===== config.mk =====
export PLATFORM = sky130hd
export DESIGN_NAME = dms_top
export DESIGN_NICKNAME = d
export VERILOG_FILES = /design/src/rtl/dms_pkg.sv /design/src/rtl/dms_ctrl.sv /design/src/rtl/dms_dpath.sv /design/src/rtl/dms_top.sv
export SDC_FILE = /design/constraint.sdc
export NUM_CORES = 1
export LEC_CHECK = 0
export BUFFER_PORTS_ARGS = -buffer_cell sky130_fd_sc_hd__buf_2
export CAP_MARGIN = 0
export CELL_PAD_IN_SITES_DETAIL_PLACEMENT = 0
export CELL_PAD_IN_SITES_GLOBAL_PLACEMENT = 2
export CORE_MARGIN = 4
export CORE_UTILIZATION = 29
export DETAILED_ROUTE_END_ITERATION = 8
export PLACE_DENSITY_LB_ADDON = 0.1
export SKIP_CTS_REPAIR_TIMING = 1
export SLEW_MARGIN = 20
export SYNTH_ARGS = -nofsm -noshare
export SYNTH_HDL_FRONTEND = slang
export SYNTH_SLANG_ARGS = --single-unit

===== constraint.sdc =====
create_clock -name clk -period 1.95 [get_ports clk]
set_input_delay 0.2925 -clock clk [delete_from_list [all_inputs] [get_ports clk]]
set_output_delay 0.2925 -clock clk [all_outputs]
set_load 0.02 [all_outputs]

===== src/rtl/dms_pkg.sv =====
package dms_pkg;

  typedef enum logic [1:0] {
    CMD_IR  = 2'd0,
    CMD_DR  = 2'd1,
    CMD_SET = 2'd2,
    CMD_CLR = 2'd3
  } cmdKindE;

  typedef enum logic [3:0] {
    SEL_ZERO,
    SEL_CTLRD,
    SEL_CTLWR,
    SEL_ADDR,
    SEL_WDATA,
    SEL_IRCTL,
    SEL_IRADDR,
    SEL_IRD2A,
    SEL_IRQUICK
  } dataSelE;

  typedef enum logic [3:0] {
    ST_CLR0,
    ST_IRCTL,
    ST_DRCTL,
    ST_IRADDR,
    ST_DRADDR,
    ST_IRD2A,
    ST_DRWR,
    ST_SET,
    ST_CLR,
    ST_DRRD,
    ST_IRCTL2,
    ST_DRCTL2,
    ST_IRQUICK
  } stepE;

  typedef struct packed {
    logic    load;
    logic    capture;
    dataSelE sel;
  } strobeS;

endpackage


===== src/rtl/dms_ctrl.sv =====
module dms_ctrl
  import dms_pkg::*;
#(
  parameter int LEN_W = 4
) (
  input  logic             clk,
  input  logic             rstN,
  input  logic             reqValid,
  input  logic [1:0]       reqOp,
  input  logic [LEN_W-1:0] reqLen,
  output logic             reqReady,
  output logic             cmdValid,
  input  logic             cmdReady,
  output logic [1:0]       cmdKind,
  input  logic             engAck,
  output logic             done,
  output strobeS           strobe
);

  typedef enum logic [1:0] {PH_IDLE, PH_SEND, PH_WAIT} phaseE;

  phaseE            phase;
  stepE             step;
  stepE             nextStep;
  logic             isWrite;
  logic             isQuick;
  logic [LEN_W-1:0] wordCnt;
  logic             lastStep;
  cmdKindE          kind;
  dataSelE          sel;

  // Command decode for the current step
  always_comb begin
    kind = CMD_CLR;
    sel  = SEL_ZERO;
    unique case (step)
      ST_CLR0:    begin kind = CMD_CLR; sel = SEL_ZERO;    end
      ST_IRCTL:   begin kind = CMD_IR;  sel = SEL_IRCTL;   end
      ST_DRCTL:   begin kind = CMD_DR;  sel = isWrite ? SEL_CTLWR : SEL_CTLRD; end
      ST_IRADDR:  begin kind = CMD_IR;  sel = SEL_IRADDR;  end
      ST_DRADDR:  begin kind = CMD_DR;  sel = SEL_ADDR;    end
      ST_IRD2A:   begin kind = CMD_IR;  sel = SEL_IRD2A;   end
      ST_DRWR:    begin kind = CMD_DR;  sel = SEL_WDATA;   end
      ST_SET:     begin kind = CMD_SET; sel = SEL_ZERO;    end
      ST_CLR:     begin kind = CMD_CLR; sel = SEL_ZERO;    end
      ST_DRRD:    begin kind = CMD_DR;  sel = SEL_ZERO;    end
      ST_IRCTL2:  begin kind = CMD_IR;  sel = SEL_IRCTL;   end
      ST_DRCTL2:  begin kind = CMD_DR;  sel = SEL_CTLRD;   end
      ST_IRQUICK: begin kind = CMD_IR;  sel = SEL_IRQUICK; end
      default:    begin kind = CMD_CLR; sel = SEL_ZERO;    end
    endcase
  end

  // Step ordering per operation
  always_comb begin
    nextStep = ST_CLR0;
    lastStep = 1'b0;
    unique case (step)
      ST_CLR0:    nextStep = ST_IRCTL;
      ST_IRCTL:   nextStep = ST_DRCTL;
      ST_DRCTL:   nextStep = isQuick ? ST_IRQUICK : ST_IRADDR;
      ST_IRQUICK: nextStep = ST_SET;
      ST_IRADDR:  nextStep = ST_DRADDR;
      ST_DRADDR:  nextStep = ST_IRD2A;
      ST_IRD2A:   nextStep = isWrite ? ST_DRWR : ST_SET;
      ST_DRWR:    nextStep = ST_SET;
      ST_SET:     nextStep = ST_CLR;
      ST_CLR:     nextStep = isWrite ? ST_IRCTL2 : ST_DRRD;
      ST_DRRD: begin
        if (isQuick && (wordCnt != '0)) nextStep = ST_SET;
        else lastStep = 1'b1;
      end
      ST_IRCTL2:  nextStep = ST_DRCTL2;
      ST_DRCTL2:  lastStep = 1'b1;
      default:    lastStep = 1'b1;
    endcase
  end

  always_ff @(posedge clk or negedge rstN) begin
    if (!rstN) begin
      phase   <= PH_IDLE;
      step    <= ST_CLR0;
      isWrite <= 1'b0;
      isQuick <= 1'b0;
      wordCnt <= '0;
      done    <= 1'b0;
    end else begin
      done <= 1'b0;
      unique case (phase)
        PH_IDLE: begin
          if (reqValid) begin
            phase   <= PH_SEND;
            step    <= ST_CLR0;
            isWrite <= (reqOp == 2'd1);
            isQuick <= (reqOp == 2'd2);
            wordCnt <= reqLen;
          end
        end
        PH_SEND: begin
          if (cmdReady) phase <= PH_WAIT;
        end
        PH_WAIT: begin
          if (engAck) begin
            if (lastStep) begin
              phase <= PH_IDLE;
              done  <= 1'b1;
            end else begin
              phase <= PH_SEND;
              step  <= nextStep;
              if (step == ST_DRRD) wordCnt <= wordCnt - 1'b1;
            end
          end
        end
        default: phase <= PH_IDLE;
      endcase
    end
  end

  assign reqReady       = (phase == PH_IDLE);
  assign cmdValid       = (phase == PH_SEND);
  assign cmdKind        = kind;
  assign strobe.load    = reqValid && (phase == PH_IDLE);
  assign strobe.capture = (phase == PH_WAIT) && engAck && (step == ST_DRRD);
  assign strobe.sel     = sel;

endmodule


===== src/rtl/dms_dpath.sv =====
module dms_dpath
  import dms_pkg::*;
#(
  parameter int          DATA_W   = 16,
  parameter int          IR_W     = 8,
  parameter logic [IR_W-1:0] IR_CTL   = 8'h13,
  parameter logic [IR_W-1:0] IR_ADDR  = 8'h83,
  parameter logic [IR_W-1:0] IR_D2A   = 8'h85,
  parameter logic [IR_W-1:0] IR_QUICK = 8'hC3,
  parameter logic [DATA_W-1:0] CTL_READ = 16'h2409
) (
  input  logic              clk,
  input  logic              rstN,
  input  strobeS            strobe,
  input  logic [DATA_W-1:0] reqAddr,
  input  logic [DATA_W-1:0] reqWdata,
  input  logic [DATA_W-1:0] engData,
  output logic [DATA_W-1:0] cmdData,
  output logic [DATA_W-1:0] rdData,
  output logic              rdValid
);

  localparam logic [DATA_W-1:0] CTL_WRITE = CTL_READ & ~(DATA_W'(1));
  localparam logic [DATA_W-1:0] OPC_CTL   = DATA_W'(IR_CTL);
  localparam logic [DATA_W-1:0] OPC_ADDR  = DATA_W'(IR_ADDR);
  localparam logic [DATA_W-1:0] OPC_D2A   = DATA_W'(IR_D2A);
  localparam logic [DATA_W-1:0] OPC_QUICK = DATA_W'(IR_QUICK);

  logic [DATA_W-1:0] addrQ;
  logic [DATA_W-1:0] wdataQ;

  always_ff @(posedge clk or negedge rstN) begin
    if (!rstN) begin
      addrQ   <= '0;
      wdataQ  <= '0;
      rdData  <= '0;
      rdValid <= 1'b0;
    end else begin
      rdValid <= strobe.capture;
      if (strobe.load) begin
        addrQ  <= reqAddr;
        wdataQ <= reqWdata;
      end
      if (strobe.capture) rdData <= engData;
    end
  end

  always_comb begin
    unique case (strobe.sel)
      SEL_CTLRD:   cmdData = CTL_READ;
      SEL_CTLWR:   cmdData = CTL_WRITE;
      SEL_ADDR:    cmdData = addrQ;
      SEL_WDATA:   cmdData = wdataQ;
      SEL_IRCTL:   cmdData = OPC_CTL;
      SEL_IRADDR:  cmdData = OPC_ADDR;
      SEL_IRD2A:   cmdData = OPC_D2A;
      SEL_IRQUICK: cmdData = OPC_QUICK;
      default:     cmdData = '0;
    endcase
  end

endmodule


===== src/rtl/dms_top.sv =====
module dms_top
  import dms_pkg::*;
#(
  parameter int DATA_W = 16,
  parameter int LEN_W  = 4,
  parameter int IR_W   = 8,
  parameter logic [IR_W-1:0] IR_CTL   = 8'h13,
  parameter logic [IR_W-1:0] IR_ADDR  = 8'h83,
  parameter logic [IR_W-1:0] IR_D2A   = 8'h85,
  parameter logic [IR_W-1:0] IR_QUICK = 8'hC3,
  parameter logic [DATA_W-1:0] CTL_READ = 16'h2409
) (
  input  logic              clk,
  input  logic              rstN,
  input  logic              reqValid,
  output logic              reqReady,
  input  logic [1:0]        reqOp,
  input  logic [DATA_W-1:0] reqAddr,
  input  logic [DATA_W-1:0] reqWdata,
  input  logic [LEN_W-1:0]  reqLen,
  output logic [DATA_W-1:0] rdData,
  output logic              rdValid,
  output logic              done,
  output logic              cmdValid,
  input  logic              cmdReady,
  output logic [1:0]        cmdKind,
  output logic [DATA_W-1:0] cmdData,
  input  logic              engAck,
  input  logic [DATA_W-1:0] engData
);

  strobeS strobe;

  dms_ctrl #(.LEN_W(LEN_W)) i_ctrl (
    .clk(clk), .rstN(rstN), .reqValid(reqValid), .reqOp(reqOp), .reqLen(reqLen),
    .reqReady(reqReady), .cmdValid(cmdValid), .cmdReady(cmdReady),
    .cmdKind(cmdKind), .engAck(engAck), .done(done), .strobe(strobe)
  );

  dms_dpath #(
    .DATA_W(DATA_W), .IR_W(IR_W), .IR_CTL(IR_CTL), .IR_ADDR(IR_ADDR),
    .IR_D2A(IR_D2A), .IR_QUICK(IR_QUICK), .CTL_READ(CTL_READ)
  ) i_dpath (
    .clk(clk), .rstN(rstN), .strobe(strobe), .reqAddr(reqAddr),
    .reqWdata(reqWdata), .engData(engData), .cmdData(cmdData),
    .rdData(rdData), .rdValid(rdValid)
  );

endmodule


Word level (Yosys, flattened, before mapping)
Cells that the tools add are included.
{"block": "op_classes", "addsub": 1, "n_eq_ne": 29, "muxes": 28, "reduce_logical": 17}
{"op": "one-hot mux 16 bit (8 select lines)", "n": 1}
{"op": "one-hot mux 4 bit (11 select lines)", "n": 1}
{"op": "equality test 4 x 3 -> 1 bit, second input constant", "n": 8}
{"op": "two-way mux 4 bit", "n": 8}
{"op": "one-hot mux 4 bit (8 select lines)", "n": 1}
{"op": "equality test 4 bit, second input constant", "n": 6}
{"op": "equality test 4 x 2 -> 1 bit, second input constant", "n": 4}
{"op": "one-hot mux 4 bit (2 select lines)", "n": 2}
{"op": "one-hot mux 2 bit (3 select lines)", "n": 2}
{"op": "OR reduction 11 bit", "n": 1}
{"op": "two-way mux 2 bit", "n": 5}
{"op": "OR reduction 5 bit", "n": 2}
{"op": "equality test 4 x 1 -> 1 bit, second input constant", "n": 2}
{"op": "two-way mux 1 bit", "n": 6}
{"op": "!= test 2 bit, second input constant", "n": 3}
{"op": "AND reduction 5 bit", "n": 1}
{"op": "equality test 2 x 1 -> 1 bit, second input constant", "n": 2}
{"op": "equality test 2 bit, second input constant", "n": 2}
{"op": "logical AND 1 bit", "n": 4}
{"op": "logical NOT 4 bit", "n": 1}
{"op": "!= test 2 x 1 -> 1 bit, second input constant", "n": 2}
{"op": "AND reduction 4 bit", "n": 1}
{"op": "nonzero test 4 bit", "n": 1}
{"op": "OR reduction 2 bit", "n": 2}
{"op": "other kinds (7)", "n": 7}
{"block": "totals", "regBits": 62, "input_bits": 59, "output_inout_bits": 38, "word_cells": 85}

Depth between registers and ports, before layout
{"block": "logic_depth", "word_depth": 7, "depth_mapped": 7, "depth_no_buf": 6}

Hierarchy
A second synthesis with hierarchy kept.
{"block": "unflattened", "hier_cells": 284, "area_unflattened_um2": 3171.8}
{"mod": "dms_dpath", "instances": 1, "cells_each": 164, "area_each_um2": 2159.6, "seq_area_each_um2": 1226.2}
{"mod": "dms_ctrl", "instances": 1, "cells_each": 120, "area_each_um2": 1012.2, "seq_area_each_um2": 325.3}

Worst setup path before layout
No wires, ideal clock.
{"block": "synth_path", "kind": "reg-to-output", "from": "reg i_ctrl.step[1]", "to": "out cmdData[7]", "t_arrival_ps": 1509, "required_ps": 1657, "slack_ps": 148, "stages_incl_launch_ff": 5, "path_buffers": 1, "cell_sequence": "dfrtp_1 -> buf_2 -> clkinv_1 -> mux2_2 -> o21ai_0"}
{"block": "synth_between", "elab_chain_cells": 5, "word_cells_on_any_way": 20, "classes_between": "eq/ne: 17; mux: 2; reduce/logical: 1"}
{"element": "start: declaration", "line_no": "dms_ctrl.sv:23", "text": "stepE step;"}
{"element": "start signal: assignment", "line_no": "dms_ctrl.sv:109", "text": "step <= nextStep;"}
{"element": "equality test 4 x 1 -> 1 bit / equality test 4 bit (equally long branches)", "line_no": "dms_ctrl.sv:36", "text": "unique case (step)"}
{"element": "OR reduction 2 bit (no source line)"}
{"element": "one-hot mux 4 bit (8 select lines) (*)", "line_no": "dms_ctrl.sv:36"}
{"element": "equality test 4 bit (tied with other cells)", "line_no": "dms_dpath.sv:49", "text": "unique case (strobe.sel)"}
{"element": "one-hot mux 16 bit (8 select lines) (*)", "line_no": "dms_dpath.sv:49"}
{"element": "end: declaration", "line_no": "dms_top.sv:27", "text": "output logic [DATA_W-1:0] cmdData,"}
Mark *: on every way between the ends. The rest lies on a longest branch, timed or not.

Worst setup path after layout
{"block": "layout_path", "from": "reg i_ctrl.step[1]", "to": "out cmdData[0]"}
Same word-level chain as after synthesis.

==> impl_metrics.env <==
export IMPL_outcome="complete, but fails checks"
export IMPL_violations="setup timing"
export IMPL_final_instance_count_excl_fill=634
export IMPL_path_cells="clkinvlp_4 -> mux2i_1 -> nor2_1 -> a221o_1 -> buf_6"
export IMPL_chipWidth_um=112.0
export IMPL_post_drt_wl_per_cell_um=14.56
export IMPL_hp_class="in -> reg"
export IMPL_finalMaxSlewViolations=0
export IMPL_grt_pass1_wl_um=14550
export IMPL_postLayoutSetupSlackWorst_ns=-0.02189
export IMPL_clk_pin_slew_ns=0.07
export IMPL_syn_nets=434
export IMPL_drive_above_1_share_pct=36.35
export IMPL_finalPower_mw=6.317
export IMPL_cts_path_max_buffers=2
export IMPL_rsz0062_at_grt="yes"
export IMPL_ios=97
export IMPL_cp_end_kind="output pin"
export IMPL_required_ns=1.66
export IMPL_first_iter_violations=134
export IMPL_crit_family="flip-flops"
export IMPL_vias=2912
export IMPL_crit_fanout=8
export IMPL_vdd_ir_drop_max_mv=0.5618
export IMPL_antenna_found_initial=0
export IMPL_grt_use_met2_pct=22.18
export IMPL_cts_root_buf="clkbuf_8"
export IMPL_cts_buffers=9
export IMPL_wl_um=9228
export IMPL_yosysWarnings=0
export IMPL_diodes=0
export IMPL_reg2reg_setup_slack_ns=0.16
export IMPL_skew_ns=0.004792
export IMPL_dieArea_um2=12550
export IMPL_gr_total_overflow=0
export IMPL_final_nets=553
export IMPL_fin_crit_ns=1.972
export IMPL_ys_types=48
export IMPL_synth_avg_cell_area_um2=8.394
export IMPL_place_area_um2=3872
export IMPL_finalSetupViolCount=1
export IMPL_hold_viol=0
export IMPL_grt_pass1_vias=2867
export IMPL_syn_to_final_growth_pct=43.52
export IMPL_finalSetupTns_ns=-0.02189
export IMPL_critical_path_class="reg -> out"
export IMPL_post_route_drc_count=0
export IMPL_num_rows=37
export IMPL_tritoncts="done"
export IMPL_grt_met1_usage_pct=19.57
export IMPL_place_gp_congestion=0.8234
export IMPL_arrival_ns=1.68
export IMPL_clk_latency_ns=0.33
export IMPL_dr_pass1_iters=4
export IMPL_slowest_delay_ns=0.48
export IMPL_mappedNetlistArea_um2=3139
export IMPL_layout_common_cells="nand2_1 (156), buf_2 (82), dfrtp_1 (59), buf_4 (24), buf_6 (16)"
export IMPL_vias_per_cell=4.593
export IMPL_grt_start_max_net_pins=63
export IMPL_path_buf_inv=2
export IMPL_clkSinkCount=62
export IMPL_hpwl_um=6421
export IMPL_die_h_um=112.0
export IMPL_port_buffer_count=96
export IMPL_slew_headroom_pct=71.90
export IMPL_mostFrequentLayoutCell="nand2_1"
export IMPL_p_leak_nw=2.325
export IMPL_synth_seq_area_share_pct=49.42
export IMPL_cap_violations=0
export IMPL_core_um2=10420
export IMPL_fmax_ghz=0.5071
export IMPL_fin_area_um2=4506
export IMPL_tightest_slew_ns=0.4206
export IMPL_syn_inst=374
export IMPL_place_inst=605
export IMPL_initial_core_util_pct=30.14
export IMPL_ys_ff_latch=62
export IMPL_grt_util_all_layers_pct=14.38
export IMPL_cp_slowest_cell="dfrtp_2"
export IMPL_crit_path_start_kind="flop"
export IMPL_grt_met3_usage_pct=3.181
export IMPL_power_per_cell_area_nw_per_um2=1402
export IMPL_fin_crit_sh_pct=101.1
export IMPL_h_tree_depth=3
export IMPL_grt_busiest_layer="met2"
export IMPL_ant_nets=0
[logic make-up after synthesis]
family / Yosys count / share of synthesized area (%)
DFF: 62 / 49.42
muxes: 16 / 5.141
buffers and inverters: 30 / 4.543
xor gates and xnor gates: 1 / 0.2790
and+or+nand+nor: 212 / 28.86
AOI/OAI and AO/OA: 52 / 11.36
adders and majority gates: 1 / 0.3985
[layout make-up]
type	instances	area [um2]
Tap cell	136	170.2
Sequential cell	62	1555
Fill cell	1076	5911
Timing Repair Buffer	130	905.9
Clock inverter	4	70.07
Clock buffer	12	145.1
Multi-Input combinational cell	282	1625
Inverter	8	33.78
[stage by stage]
step | util [%] | hold slack [ns] | worst slack [ns]
finish | 43.26 | 0.1394 | -0.02189
global placement | 37.18 | 0.3418 | 0.1264
detailed placement | 37.18 | 0.3392 | 0.1322
global route | 43.26 | 0.1321 | -0.1054
floorplan | - | -0.003091 | 0.1485
CTS | 39.24 | -0.03297 | -0.2539
[cells in the mapped netlist, drive strengths merged]
master   instances  area, um2
a21boi           1      7.510
a21o             1      7.510
a21oi            9      45.04
a221o            1      10.01
a221oi           1      8.760
a22o             4      35.03
a311oi           1      8.760
a31oi            3      18.77
a32oi            1      8.760
and2             2      12.51
and2b            1      7.510
buf             13      78.82
clkbuf           9      33.78
clkinv           2      7.510
dfrtp           62       1551
ha               1      12.51
inv              6      22.52
mux2             1      11.26
mux2i           15      150.1
nand2          157      589.3
nand2b           6      45.04
nand3            4      25.02
nand3b           7      52.55
nor2            22      85.09
nor2b            3      18.77
nor3             2      10.01
nor3b            4      30.03
o211a            1      10.01
o211ai           6      45.04
o21a             2      15.01
o21ai           15      75.07
o22a             1      8.760
o2bb2ai          1      8.760
o311ai           2      25.03
o32a             1      10.01
o32ai            1      8.760
or2              2      12.51
or3              2      17.52
xor2             1      8.760
[power breakdown]
part / internal, mW / total, mW / switching [mW]
sequential: 1.73 / 2.08 / 0.356
clock: 0.752 / 1.26 / 0.512
combinational: 1.39 / 2.97 / 1.58
[sequential cells by signal, indices dropped and copies added (netlist names)]
signal,flops
i_dpath.addrQ,16
i_dpath.rdData,16
i_dpath.wdataQ,16
i_ctrl.step,4
i_ctrl.wordCnt,4
i_ctrl.phase,2
i_ctrl.done,1
i_ctrl.isQuick,1
i_ctrl.isWrite,1
i_dpath.rdValid,1
[layer usage]
metal | part of all wire [%] | wire length (um)
met5 | 0 | 0
met2 | 48 | 4403
met4 | 1.6 | 146
met1 | 46 | 4203
met3 | 5.2 | 476
[final timing paths]
| kind | startpoint | endpoint | cells after the start |
|---|---|---|---|
| min in group asynchronous | rstN | i_dpath.wdataQ[2] | 3 |
| hold reg to reg | i_dpath.addrQ[7] | i_dpath.addrQ[7] | 2 |
| hold / removal | reqWdata[6] | i_dpath.wdataQ[6] | 3 |
| max in group asynchronous | rstN | i_dpath.addrQ[3] | 3 |
| setup reg to reg | i_ctrl.wordCnt[0] | i_ctrl.step[2] | 7 |
| setup / recovery | i_ctrl.step[1] | cmdData[0] | 5 |
[worst reg2reg max path, stage by stage (launching register included)]
cell and delay (ns):
dfrtp_1 0.36, inv_1 0.07, ha_1 0.21, nor3b_1 0.15
buf_4 0.15, o311ai_2 0.34, nand3_2 0.21, mux2i_1 0.17
(Power assumes the default switching activity.)
